==> src/rtl/cke_pkg.sv <==
package cke_pkg;
  typedef enum logic [1:0] {
    PS_NORMAL  = 2'd0,
    PS_PWRDN   = 2'd1,
    PS_SELFREF = 2'd2,
    PS_SUSPEND = 2'd3
  } pstate_e;

  typedef enum logic [2:0] {
    CMD_DESEL,
    CMD_NOP,
    CMD_REF,
    CMD_MRS,
    CMD_OTHER
  } cmd_e;

  typedef struct packed {
    pstate_e nxt;
    logic    illegal;
    logic    invalid;
    logic    accept;
    logic    load;
    logic    guard;
  } step_t;
endpackage

==> src/rtl/cke_cmd_decode.sv <==
module cke_cmd_decode
  import cke_pkg::*;
(
  input  logic cs_ni,
  input  logic ras_ni,
  input  logic cas_ni,
  input  logic we_ni,
  output cmd_e cmd_o
);
  always_comb begin
    if (cs_ni)                                 cmd_o = CMD_DESEL;
    else if ({ras_ni, cas_ni, we_ni} == 3'b111) cmd_o = CMD_NOP;
    else if ({ras_ni, cas_ni, we_ni} == 3'b001) cmd_o = CMD_REF;
    else if ({ras_ni, cas_ni, we_ni} == 3'b000) cmd_o = CMD_MRS;
    else                                       cmd_o = CMD_OTHER;
  end
endmodule

==> src/rtl/cke_step_logic.sv <==
module cke_step_logic
  import cke_pkg::*;
(
  input  pstate_e state_i,
  input  logic    cke_prev_i,
  input  logic    cke_i,
  input  cmd_e    cmd_i,
  input  logic    banks_idle_i,
  input  logic    guard_i,
  output step_t   step_o
);
  logic nop_ok;
  assign nop_ok = (cmd_i == CMD_DESEL) || (cmd_i == CMD_NOP);

  always_comb begin
    step_o     = '0;
    step_o.nxt = state_i;
    unique case (state_i)
      PS_PWRDN, PS_SELFREF: begin
        if (cke_prev_i) step_o.invalid = 1'b1;
        else if (cke_i) begin
          if (nop_ok) begin
            step_o.nxt   = PS_NORMAL;
            step_o.guard = (state_i == PS_PWRDN);
          end else step_o.illegal = 1'b1;
        end
      end
      PS_SUSPEND: begin
        if (cke_i) step_o.nxt = PS_NORMAL;
      end
      default: begin
        if (!cke_prev_i) step_o.invalid = 1'b1;
        else if (guard_i && !nop_ok) step_o.illegal = 1'b1;
        else if (cke_i) begin
          if (cmd_i == CMD_MRS) begin
            if (banks_idle_i) begin
              step_o.accept = 1'b1;
              step_o.load   = 1'b1;
            end else step_o.illegal = 1'b1;
          end else if (!nop_ok) step_o.accept = 1'b1;
        end else if (banks_idle_i) begin
          // low-power entry only from all banks idle
          if (cmd_i == CMD_REF) begin
            step_o.nxt    = PS_SELFREF;
            step_o.accept = 1'b1;
          end else if (nop_ok) step_o.nxt = PS_PWRDN;
          else step_o.illegal = 1'b1;
        end else begin
          if (cmd_i == CMD_REF || cmd_i == CMD_MRS) step_o.illegal = 1'b1;
          else step_o.nxt = PS_SUSPEND;
        end
      end
    endcase
  end
endmodule

==> src/rtl/cke_power_tracker.sv <==
module cke_power_tracker
  import cke_pkg::*;
#(
  parameter int ADDR_W = 14
) (
  input  logic              clk_i,
  input  logic              rst_ni,
  input  logic              cke_i,
  input  logic              cs_ni,
  input  logic              ras_ni,
  input  logic              cas_ni,
  input  logic              we_ni,
  input  logic [ADDR_W-1:0] addr_i,
  input  logic              banks_idle_i,
  output logic [1:0]        pstate_o,
  output logic              illegal_o,
  output logic              invalid_o,
  output logic              accept_o,
  output logic              mode_load_o,
  output logic [ADDR_W-1:0] mode_op_o
);
  pstate_e state_q;
  logic    cke_q;
  logic    guard_q;
  cmd_e    cmd;
  step_t   step;

  cke_cmd_decode u_dec (
    .cs_ni (cs_ni),
    .ras_ni(ras_ni),
    .cas_ni(cas_ni),
    .we_ni (we_ni),
    .cmd_o (cmd)
  );

  cke_step_logic u_step (
    .state_i     (state_q),
    .cke_prev_i  (cke_q),
    .cke_i       (cke_i),
    .cmd_i       (cmd),
    .banks_idle_i(banks_idle_i),
    .guard_i     (guard_q),
    .step_o      (step)
  );

  always_ff @(posedge clk_i or negedge rst_ni) begin
    if (!rst_ni) begin
      state_q     <= PS_NORMAL;
      cke_q       <= 1'b1;
      guard_q     <= 1'b0;
      illegal_o   <= 1'b0;
      invalid_o   <= 1'b0;
      accept_o    <= 1'b0;
      mode_load_o <= 1'b0;
      mode_op_o   <= '0;
    end else begin
      state_q     <= step.nxt;
      cke_q       <= cke_i;
      guard_q     <= step.guard;
      illegal_o   <= step.illegal;
      invalid_o   <= step.invalid;
      accept_o    <= step.accept;
      mode_load_o <= step.load;
      if (step.load) mode_op_o <= addr_i;
    end
  end

  assign pstate_o = state_q;
endmodule

==> config.mk <==
export PLATFORM = sky130hd
export DESIGN_NAME = cke_power_tracker
export DESIGN_NICKNAME = d
export VERILOG_FILES = /design/src/rtl/cke_pkg.sv /design/src/rtl/cke_cmd_decode.sv /design/src/rtl/cke_step_logic.sv /design/src/rtl/cke_power_tracker.sv
export SDC_FILE = /design/constraint.sdc
export NUM_CORES = 1
export LEC_CHECK = 0
export ABC_AREA = 1
export BUFFER_PORTS_ARGS = -buffer_cell sky130_fd_sc_hd__buf_2
export CORE_MARGIN = 4
export CORE_UTILIZATION = 50
export DETAILED_ROUTE_END_ITERATION = 7
export GPL_ROUTABILITY_DRIVEN = 0
export HOLD_SLACK_MARGIN = 0.05
export PLACE_DENSITY = 0.93
export RECOVER_POWER = 100
export SYNTH_ARGS = -nofsm -noshare
export SYNTH_HDL_FRONTEND = slang
export SYNTH_SLANG_ARGS = --single-unit
==> constraint.sdc <==
create_clock -name clk_i -period 2.6 [get_ports clk_i]
set_input_delay 0.13 -clock clk_i [delete_from_list [all_inputs] [get_ports clk_i]]
set_output_delay 0.13 -clock clk_i [all_outputs]
set_load 0.1 [all_outputs]
Word level (Yosys, flattened, before mapping)
Cells that the tools add are included.
{ "word_totals": {"register_bits": 22, "latchBits": 0, "ramBits": 0, "mem_bits_ro": 0, "word_cells": 74, "memories": 0} }
{ "op_classes": {"addsub": 0, "n_mul": 0, "n_div": 0, "n_lt_le_gt_ge": 0, "n_eq_ne": 16, "shifts": 0, "n_mux": 40, "n_bitwise": 0, "n_reduce_logical": 10} }
{ "op_table": {"columns": ["op", "count"], "rows": [
  ["3-bit two-way mux", 8],
  ["2-bit two-way mux", 11],
  ["1-bit two-way mux", 19],
  ["9-bit AND reduction", 1],
  ["2-bit case mux with 2 select lines", 2],
  ["3-bit by 1-bit equality test with 1-bit output, second input constant", 2],
  ["3-bit by 2-bit equality test with 1-bit output, second input constant", 2],
  ["3-bit logical NOT", 2],
  ["2-bit inequality test, second input constant", 3],
  ["6-bit by 3-bit inequality test with 1-bit output, second input constant", 1],
  ["5-bit by 4-bit inequality test with 1-bit output, second input constant", 1],
  ["2-bit equality test, second input constant", 2],
  ["3-bit equality test, second input constant", 1],
  ["3-bit by 1-bit inequality test with 1-bit output, second input constant", 1],
  ["3-bit inequality test, second input constant", 1],
  ["3-bit nonzero test", 1],
  ["3-bit OR reduction", 1],
  ["2-bit by 1-bit equality test with 1-bit output, second input constant", 1],
  ["1-bit logical OR", 2],
  ["2-bit by 1-bit inequality test with 1-bit output, second input constant", 1],
  ["2-bit OR reduction", 1],
  ["1-bit logical AND", 1],
  ["1-bit logical NOT", 1]
]} }

Logic depth before layout (Yosys ltp)
Gate-level depths: netlist of the first run.
{ "depth": {"depth_word": 14, "ltp_mapped": 10} }

By module
A second synthesis of the first run with hierarchy kept.
{ "unflattened": {"hier_cells": 145, "area_unflattened_um2": 1108.6} }
{ "modules_own_cells": {"columns": ["module", "n_inst", "cells_per_inst", "area_each_um2", "seq_area_each_um2"], "rows": [
  ["cke_power_tracker", 1, 67, 732.0, 551.8],
  ["cke_step_logic", 1, 67, 329.1, 0.0],
  ["cke_cmd_decode", 1, 11, 47.5, 0.0]
]} }

Least setup slack after synthesis of the first run
OpenSTA, ideal clock, no wires.
{ "synth_timing": {"path_kind": "flip-flop to flip-flop", "startpoint": "register state_q[1] (netlist: pstate_o[1])", "endpoint": "register state_q[0] (netlist: pstate_o[0])", "arrival_ns": 2.085, "slack_ns": 0.392, "path_stages_with_launch": 11, "period_less_slack_ns": 2.208, "path_cell_list": "dfrtp_1 > inv_1 > ha_1 > nor2_1 > nor2_1 > nor2_1 > nand3_1 > nor2_1 > nand2_1 > nand2_1 > nand2_1"} }
{ "synth_between": {"elab_chain_len": 4} }
{ "synth_lines": {"columns": ["item", "line_no", "text"], "rows": [
  ["start: declaration", "cke_power_tracker.sv:22", "pstate_e state_q;"],
  ["start signal: assignment", "cke_power_tracker.sv:57", "state_q <= step.nxt;"],
  ["2-bit equality test or 2-bit by 1-bit equality test with 1-bit output (tied branches)", "cke_step_logic.sv:18", "unique case (state_i)"],
  ["2-bit OR reduction", null, null],
  ["3-bit inequality test (no line) (tied with other cells)", null, null],
  ["9-bit AND reduction (no line)", null, null]
]} }
Several ways; a longest one is shown, not always the timed one.
A chain may end at the register's enable or synchronous reset.

Final worst setup path of the first run
{ "layout_timing": {"startpoint": "register state_q[0] (netlist: pstate_o[0])", "endpoint": "register mode_op_o[8]"} }
{ "layout_between": {"elab_chain_len": 3} }
{ "layout_lines": {"columns": ["item", "line_no", "text"], "rows": [
  ["2-bit equality test or 2-bit by 1-bit equality test with 1-bit output (tied branches)", "cke_step_logic.sv:18", null],
  ["3-bit OR reduction (no line) (*)", null, null],
  ["2-bit two-way mux (*)", "cke_step_logic.sv:18", null],
  ["end signal: assignment", "cke_power_tracker.sv:64", "if (step.load) mode_op_o <= addr_i;"],
  ["end: declaration", "cke_power_tracker.sv:20", "output logic [ADDR_W-1:0] mode_op_o"]
]} }
Every way passes the cells marked *; elsewhere a longest branch is shown, timed or not.

==> flow_metrics.tcl, run 1 <==
set metrics [dict create \
    status "complete, no violations" \
    rows 16 \
    endpoint_kind "flip-flop" \
    post-place-ws_ns 0.9276 \
    rr_worst_depth 8 \
    wirelength_mm 2.704 \
    syn_avg_cell_area_um2 8.104 \
    max_cap_violations 0 \
    clock_sinks 22 \
    worst_slew_pin_slew_ns 1.189 \
    dpl.hpwl_mm 1.883 \
    final-max-slew-violation-count 0 \
    setup_viol 0 \
    whs_path_depth 4 \
    final_nets 215 \
    track_usage_pct 19.65 \
    setup_tns_ns 0 \
    crit_required_ns 2.80 \
    power_density_nw_per_um2 1005 \
    grt_max_degree 23 \
    syn2layout_area_growth_pct 38.24 \
    port_buffers 41 \
    finalWorstSetupSlack_ns 0.6318 \
    grt_pass1_wl_mm 4.146 \
    startpoint_type "flip-flop" \
    setup.worst_path.class "reg -> reg" \
    core_area_um2 1982 \
    drive_gt1_share_pct 15.34 \
    numCtsBuffers 3 \
    vias 1089 \
    syn_nets 155 \
    drc 0 \
    drtAntennaViolNets 0 \
    crit_path_max_fanout 15 \
    crit_arrival_ns 2.17 \
    ir_worst_vdd_mv 0.6556 \
    cts-root-buf "clkbuf_4" \
    min_period_over_period_pct 75.70 \
    wl_per_cell_um 12.52 \
    dieHeight_um 53.90 \
    leakage_nw 0.8113 \
    ys_ff_latch 22 \
    clk_pin_slew_ns 0.13 \
    timing.rr.end "mode_op_o[8]$_DFFE_PN0P_" \
    synth_warnings 0 \
    cts_tree "done" \
    ys_seq_area_share_pct 52.38 \
    antenna_found_initial 0 \
    chipWidth_um 53.90 \
    first_pass_iters 4 \
    cts_buffer_depth 2 \
    reg2reg_slack_ns 0.63 \
    via_per_inst 5.042 \
    grt_setup_unrepaired "false" \
    synth_cell_types 18 \
    hold_end "pstate_o[1]$_DFFE_PN0P_" \
    io_pins 42 \
    hp-class "in -> reg" \
    hold_viol 0 \
    mappedNetlistArea_um2 1054 \
    grt_pass1_vias 1061 \
    diodes 0 \
    insertion_delay_ns 0.31 \
    fmax_mhz 508.1 \
    r2r_start "pstate_o[0]$_DFFE_PN0P_" \
    synthCells 130 \
    cts_htree_levels 1 \
    initial_core_util_pct 53.16 \
    hold_start "banks_idle_i" \
    fin_util_pct 73.48 \
    period_needed_ns 1.968 \
    die_area_um2 2905 \
    dr.first_iter.drc_count 51 \
    grt-ovfl-total 0 \
    clock_skew_ns 0.01099 \
    cts_resized 0 \
    slew_headroom_pct 21.09 \
]
-- report_power, final --
part           switching, mW  internal, mW
logic                  0.637         0.121
clock network          0.104         0.156
registers             0.0395         0.407
-- flip-flops by register name (all words and copies together) (netlist names) --
| register | cells |
|---|---|
| mode_load_o | 1 |
| guard_q | 1 |
| cke_q | 1 |
| accept_o | 1 |
| invalid_o | 1 |
| illegal_o | 1 |
| mode_op_o | 14 |
| pstate_o | 2 |
-- through the flow --
stage,power [mW],cells,cell area (um2),hold slack [ns]
after floorplan,1.073,130,1054,-0.1656
after CTS,1.483,216,1489,0.1565
after detailed placement,1.209,196,1276,0.1093
final,1.464,216,1456,0.1527
after global placement,1.191,196,1276,0.1054
after global routing,1.527,216,1456,0.1728
-- kinds of logic after synthesis --
| kind of cell | after synthesis | synth area share [%] |
|---|---|---|
| buffers and inverters | 16 | 6.649 |
| and+or+nand+nor | 84 | 34.56 |
| adders and majority gates | 3 | 3.563 |
| DFF | 22 | 52.38 |
| AOI/OAI and AO/OA | 5 | 2.850 |
-- final cells by class --
| cell class | count | area [um2] |
|---|---|---|
| inverters | 14 | 53.80 |
| clock inverters | 1 | 30.03 |
| flip-flops and latches | 22 | 551.8 |
| multi-input cells | 92 | 426.7 |
| fillers | 142 | 525.5 |
| well taps | 27 | 33.78 |
| clock buffers | 3 | 22.52 |
| repair buffers | 57 | 337.8 |
-- Yosys cell counts (all sizes together) --
library cell	number	share of area [%]
dfrtp	21	50
nand3	12	6.7
a21oi	3	1.4
inv	13	4.6
nand2	60	21
nand4	4	2.4
nor2	7	3.2
ha	3	3.6
buf	2	1.5
o21a	1	0.71
clkinv	1	0.47
nor3	1	0.95
dfstp	1	2.5
a211oi	1	0.71
-- how the worst max path moves through the flow --
stage,startpoint,slack (ns),to
2_1_floorplan,pstate_o[1]$_DFFE_PN0P_,0.39,pstate_o[0]$_DFFE_PN0P_
3_3_place_gp,pstate_o[0]$_DFFE_PN0P_,0.99,mode_op_o[9]$_DFFE_PN0P_
3_5_place_dp,pstate_o[0]$_DFFE_PN0P_,0.93,mode_op_o[8]$_DFFE_PN0P_
4_1_cts,pstate_o[0]$_DFFE_PN0P_,0.90,mode_op_o[8]$_DFFE_PN0P_
5_1_grt,pstate_o[0]$_DFFE_PN0P_,0.40,mode_op_o[5]$_DFFE_PN0P_
6_report,pstate_o[0]$_DFFE_PN0P_,0.63,mode_op_o[8]$_DFFE_PN0P_
-- metal layers --
| layer | part of all wire [%] | up-vias | GRT usage [%] |
|---|---|---|---|
| li1 | - | 523 | - |
| met1 | 42 | 504 | 21.24 |
| met3 | 7.1 | 9 | 2.216 |
| met4 | 2.0 | 0 | 8.085 |
| met2 | 49 | 53 | 37.90 |
| met5 | 0 | - | 0 |
-- timing repair --
| item | 4_1_cts | 5_1_grt |
|---|---|---|
| endpoints found under the hold margin | 36 | 0 |
| hold buffers | 16 | 0 |
| setup buffers | 0 | 0 |
-- critical path, stage by stage, from the launching register on --
cell,delay (ns)
dfrtp_1,0.44
inv_1,0.06
ha_1,0.21
nand2_1,0.09
inv_1,0.10
nand3_1,0.42
clkinv_2,0.34
nand2_1,0.13
nand2_1,0.06
-- cell usage in the layout (no fill, tap or decap), drive strengths merged, types with 4 or more instances in the layout --
master,count
nand3,12
dfrtp,21
nand2,60
inv,13
buf,19
clkbuf,25
nand4,4
nor2,7
dlygate4sd3,16
Note: power is estimated with default switching activity, not from simulation.
==> run 2, diff against run 1 <==
- ABC_AREA: 1 -> 0
- CORE_UTILIZATION: 50 -> 42
- PLACE_DENSITY: 0.93 -> 0.85
- clock period: 2.6 -> 1.65 ns (I/O delays scaled with it)
==> run 2 against run 1 <==
- the run now ends with setup timing left
- sequential power is 67% higher
- die area is 11% higher
- worst setup slack worse by 0.77 ns
- combinational power is 98% higher
- clock skew is 0.0035 ns lower
- highest routed layer unchanged
- worst hold slack better by 0.040 ns
- critical path depth is 2 lower
==> flow_metrics.tcl, run 2 <==
set metrics [dict create \
    status "finished, violations left" \
    violations "setup timing" \
    drtAntennaViolNets 0 \
    clk_pin_slew_ns 0.12 \
    endpoint_kind "flip-flop" \
    rr_worst_depth 6 \
    slew_headroom_pct 62.77 \
    period_needed_ns 1.792 \
    startpoint_type "flip-flop" \
    track_usage_pct 18.78 \
    ir_worst_vdd_mv 1.364 \
    drive_gt1_share_pct 57.72 \
    mostFrequentLayoutCells "buf_2 (41), dfrtp_1 (19), dlygate4sd3_1 (16)" \
    leakage_nw 0.8288 \
    antenna_found_initial 0 \
    final_common_cell "buf_2" \
    cts_buffer_depth 2 \
    setup_viol 16 \
    reg2reg_slack_ns -0.14 \
    crit_path_max_fanout 4 \
    rows 17 \
    mappedNetlistArea_um2 1005 \
    hold_end "accept_o$_DFF_PN0_" \
    grt-ovfl-total 0 \
    dp.cells 153 \
    drc 0 \
    dr.first_iter.drc_count 19 \
    ys_ff_latch 22 \
    total_power_mw 2.529 \
    synth_edf_count 0 \
    synth_warnings 0 \
    worst_slew_pin_slew_ns 0.5559 \
    post-synth-top-count-cell "dfrtp_1" \
    syn2layout_area_growth_pct 66.75 \
    syn_avg_cell_area_um2 12.72 \
    initial_core_util_pct 44.56 \
    num-fill-cells 149 \
    min_period_over_period_pct 108.6 \
    die_area_um2 3239 \
    r2r_start "pstate_o[1]$_DFFE_PN0P_" \
    power_density_nw_per_um2 1509 \
    synthCells 79 \
    via_per_inst 5.113 \
    grt_max_degree 23 \
    fmax_mhz 558.2 \
    io_pins 42 \
    yosys.area.top_type "dfrtp_1" \
    chipWidth_um 56.91 \
    synth_area_leaders "dfrtp_1 (52%), mux2_1 (10%), mux2_2 (7.8%), ha_1 (3.7%), dfstp_2 (2.6%)" \
    multi_input_area_um2 544.3 \
    clock_skew_ns 0.007461 \
    dpl.hpwl_mm 1.729 \
    seqCellArea_um2 559.3 \
    wl_per_cell_um 16.70 \
    hold_start "cke_i" \
    cts_htree_levels 1 \
    largest_reg_flops 14 \
    cts_tree "done" \
    yosys-top-cells-count "dfrtp_1 (21), mux2_1 (9), mux2_2 (7), nand2_1 (5), nor2_1 (4)" \
    insertion_delay_ns 0.29 \
    core_area_um2 2255 \
    first_pass_iters 4 \
    grt_pass1_vias 962 \
    ys_seq_area_share_pct 54.92 \
    final-max-slew-violation-count 0 \
    finalWorstSetupSlack_ns -0.1415 \
    max_cap_violations 0 \
    synth_ff_type "dfrtp_1" \
    syn_nets 104 \
    setup.worst_path.class "reg -> reg" \
    numCtsBuffers 3 \
    top_register "mode_op_o" \
    met3_usage_pct 3.448 \
    grtUsageMet1_pct 22.17 \
    synthMuxAreaShare_pct 18.93 \
    grt_use_met2_pct 35.56 \
    grt_pass1_wl_mm 4.719 \
    diodes 0 \
    busiest_layer "met2" \
    synth_top_family_by_area "multiplexers" \
    port_buffers 41 \
    final_nets 175 \
    async_reset_ff_share_pct 100.0 \
    hp-class "in -> reg" \
    timing.rr.end "pstate_o[1]$_DFFE_PN0P_" \
    yosys.area_share.adder_pct 3.736 \
    whs_path_depth 3 \
    synth_top_area_share_pct 52.30 \
    yosys.area_share.simple_pct 11.96 \
    dieHeight_um 56.91 \
    clock_sinks 22 \
    synth_xor_area_share_pct 0.8717 \
    layoutNonFillerInstCount 177 \
    hold_viol 0 \
    vias 905 \
    wirelength_mm 2.956 \
    crit_required_ns 1.85 \
    cts-root-buf "clkbuf_4" \
    crit_arrival_ns 1.99 \
    grt_setup_unrepaired "true" \
    synth_compound_area_share_pct 6.974 \
    synth_cell_types 26 \
]
==> run 2: changes by cell type after synthesis, moves of 2 or more <==
| cell | previous run | this run |
|---|---|---|
| nor2_1 | 6 | 4 |
| nor3b_1 | 0 | 2 |
| nand2_1 | 60 | 5 |
| nor3_1 | 0 | 2 |
| nand3b_1 | 0 | 2 |
| a31oi_1 | 0 | 2 |
| inv_1 | 12 | 3 |
| mux2_1 | 0 | 9 |
| o21ai_0 | 0 | 3 |
| nand3_1 | 10 | 1 |
| nand3_2 | 2 | 0 |
| nand4_1 | 4 | 0 |
| mux2_2 | 0 | 7 |
==> run 2: cell type report <==
class	count	share of cell area (%)
Inverter	3	0.9709
Multi-Input combinational cell	52	32.49
Timing Repair Buffer	68	28.90
Tap cell	28	2.091
Sequential cell	22	33.38
Clock buffer	4	2.166
==> run 2: cells by family (layout without fill, tap and decap cells) <==
| logic type | count (synthesis) | after routing |
|---|---|---|
| DFF | 22 | 22 |
| adders and majority gates | 3 | 3 |
| muxes | 17 | 17 |
| xor gates and xnor gates | 1 | 1 |
| buffers and inverters | 5 | 75 |
| AOI/OAI and AO/OA | 11 | 11 |
| and+or+nand+nor | 20 | 20 |
==> run 2: what timing repair did <==
item / CTS / global route
pin swaps: 2 / 1
endpoints found under the setup margin: 16 / 16
gates resized for setup: 13 / 3
buffers inserted: 2 / 1
gates cloned: 1 / 0
hold buffers: 16 / 0
endpoints found under the hold margin: 36 / 0
==> run 2: power breakdown <==
group | total [mW] | leakage (nW) | internal [mW] | switching [mW]
Combinational | 1.50 | 0.517 | 0.450 | 1.05
Sequential | 0.743 | 0.291 | 0.658 | 0.0856
Clock | 0.283 | 0.0210 | 0.134 | 0.149
Total | 2.53 | 0.829 | 1.24 | 1.29
==> run 2: critical path: stages (launching register included) <==
cell	delay (ns)
dfrtp_4	0.53
ha_4	0.18
nor3b_4	0.18
a21oi_2	0.05
a311oi_2	0.21
a2bb2oi_2	0.19
mux2_2	0.35
==> run 2: how the worst max path moves through the flow <==
stage	startpoint	cells past startpoint	slack (ns)	end
4_1_cts	pstate_o[1]$_DFFE_PN0P_	6	-0.21	pstate_o[1]$_DFFE_PN0P_
2_1_floorplan	pstate_o[1]$_DFFE_PN0P_	6	-0.28	pstate_o[0]$_DFFE_PN0P_
5_1_grt	pstate_o[1]$_DFFE_PN0P_	6	-0.23	pstate_o[0]$_DFFE_PN0P_
6_report	pstate_o[1]$_DFFE_PN0P_	6	-0.14	pstate_o[1]$_DFFE_PN0P_
3_3_place_gp	pstate_o[1]$_DFFE_PN0P_	6	-0.14	pstate_o[1]$_DFFE_PN0P_
3_5_place_dp	pstate_o[1]$_DFFE_PN0P_	6	-0.23	pstate_o[1]$_DFFE_PN0P_
==> run 2: layer usage <==
| metal | part of all wire, % | vias up |
|---|---|---|
| met5 | 0 | - |
| met2 | 53 | 42 |
| met1 | 40 | 439 |
| met4 | 0.71 | 0 |
| li1 | - | 422 |
| met3 | 7.1 | 2 |
==> run 2: through the flow <==
step           area (um2)  util [%]  setup TNS (ns)  setup slack [ns]  hold slack [ns]
6_report             1675     74.31         -0.9047           -0.1415           0.1929
5_1_grt              1675     74.31          -1.857           -0.2321           0.2163
4_1_cts              1652     73.25         -0.8870           -0.2069           0.1579
3_5_place_dp         1363     60.43          -1.294           -0.2298          0.05684
3_3_place_gp         1363     60.43         -0.3960           -0.1359          0.05359
2_1_floorplan        1072         -          -3.605           -0.2814          -0.2131
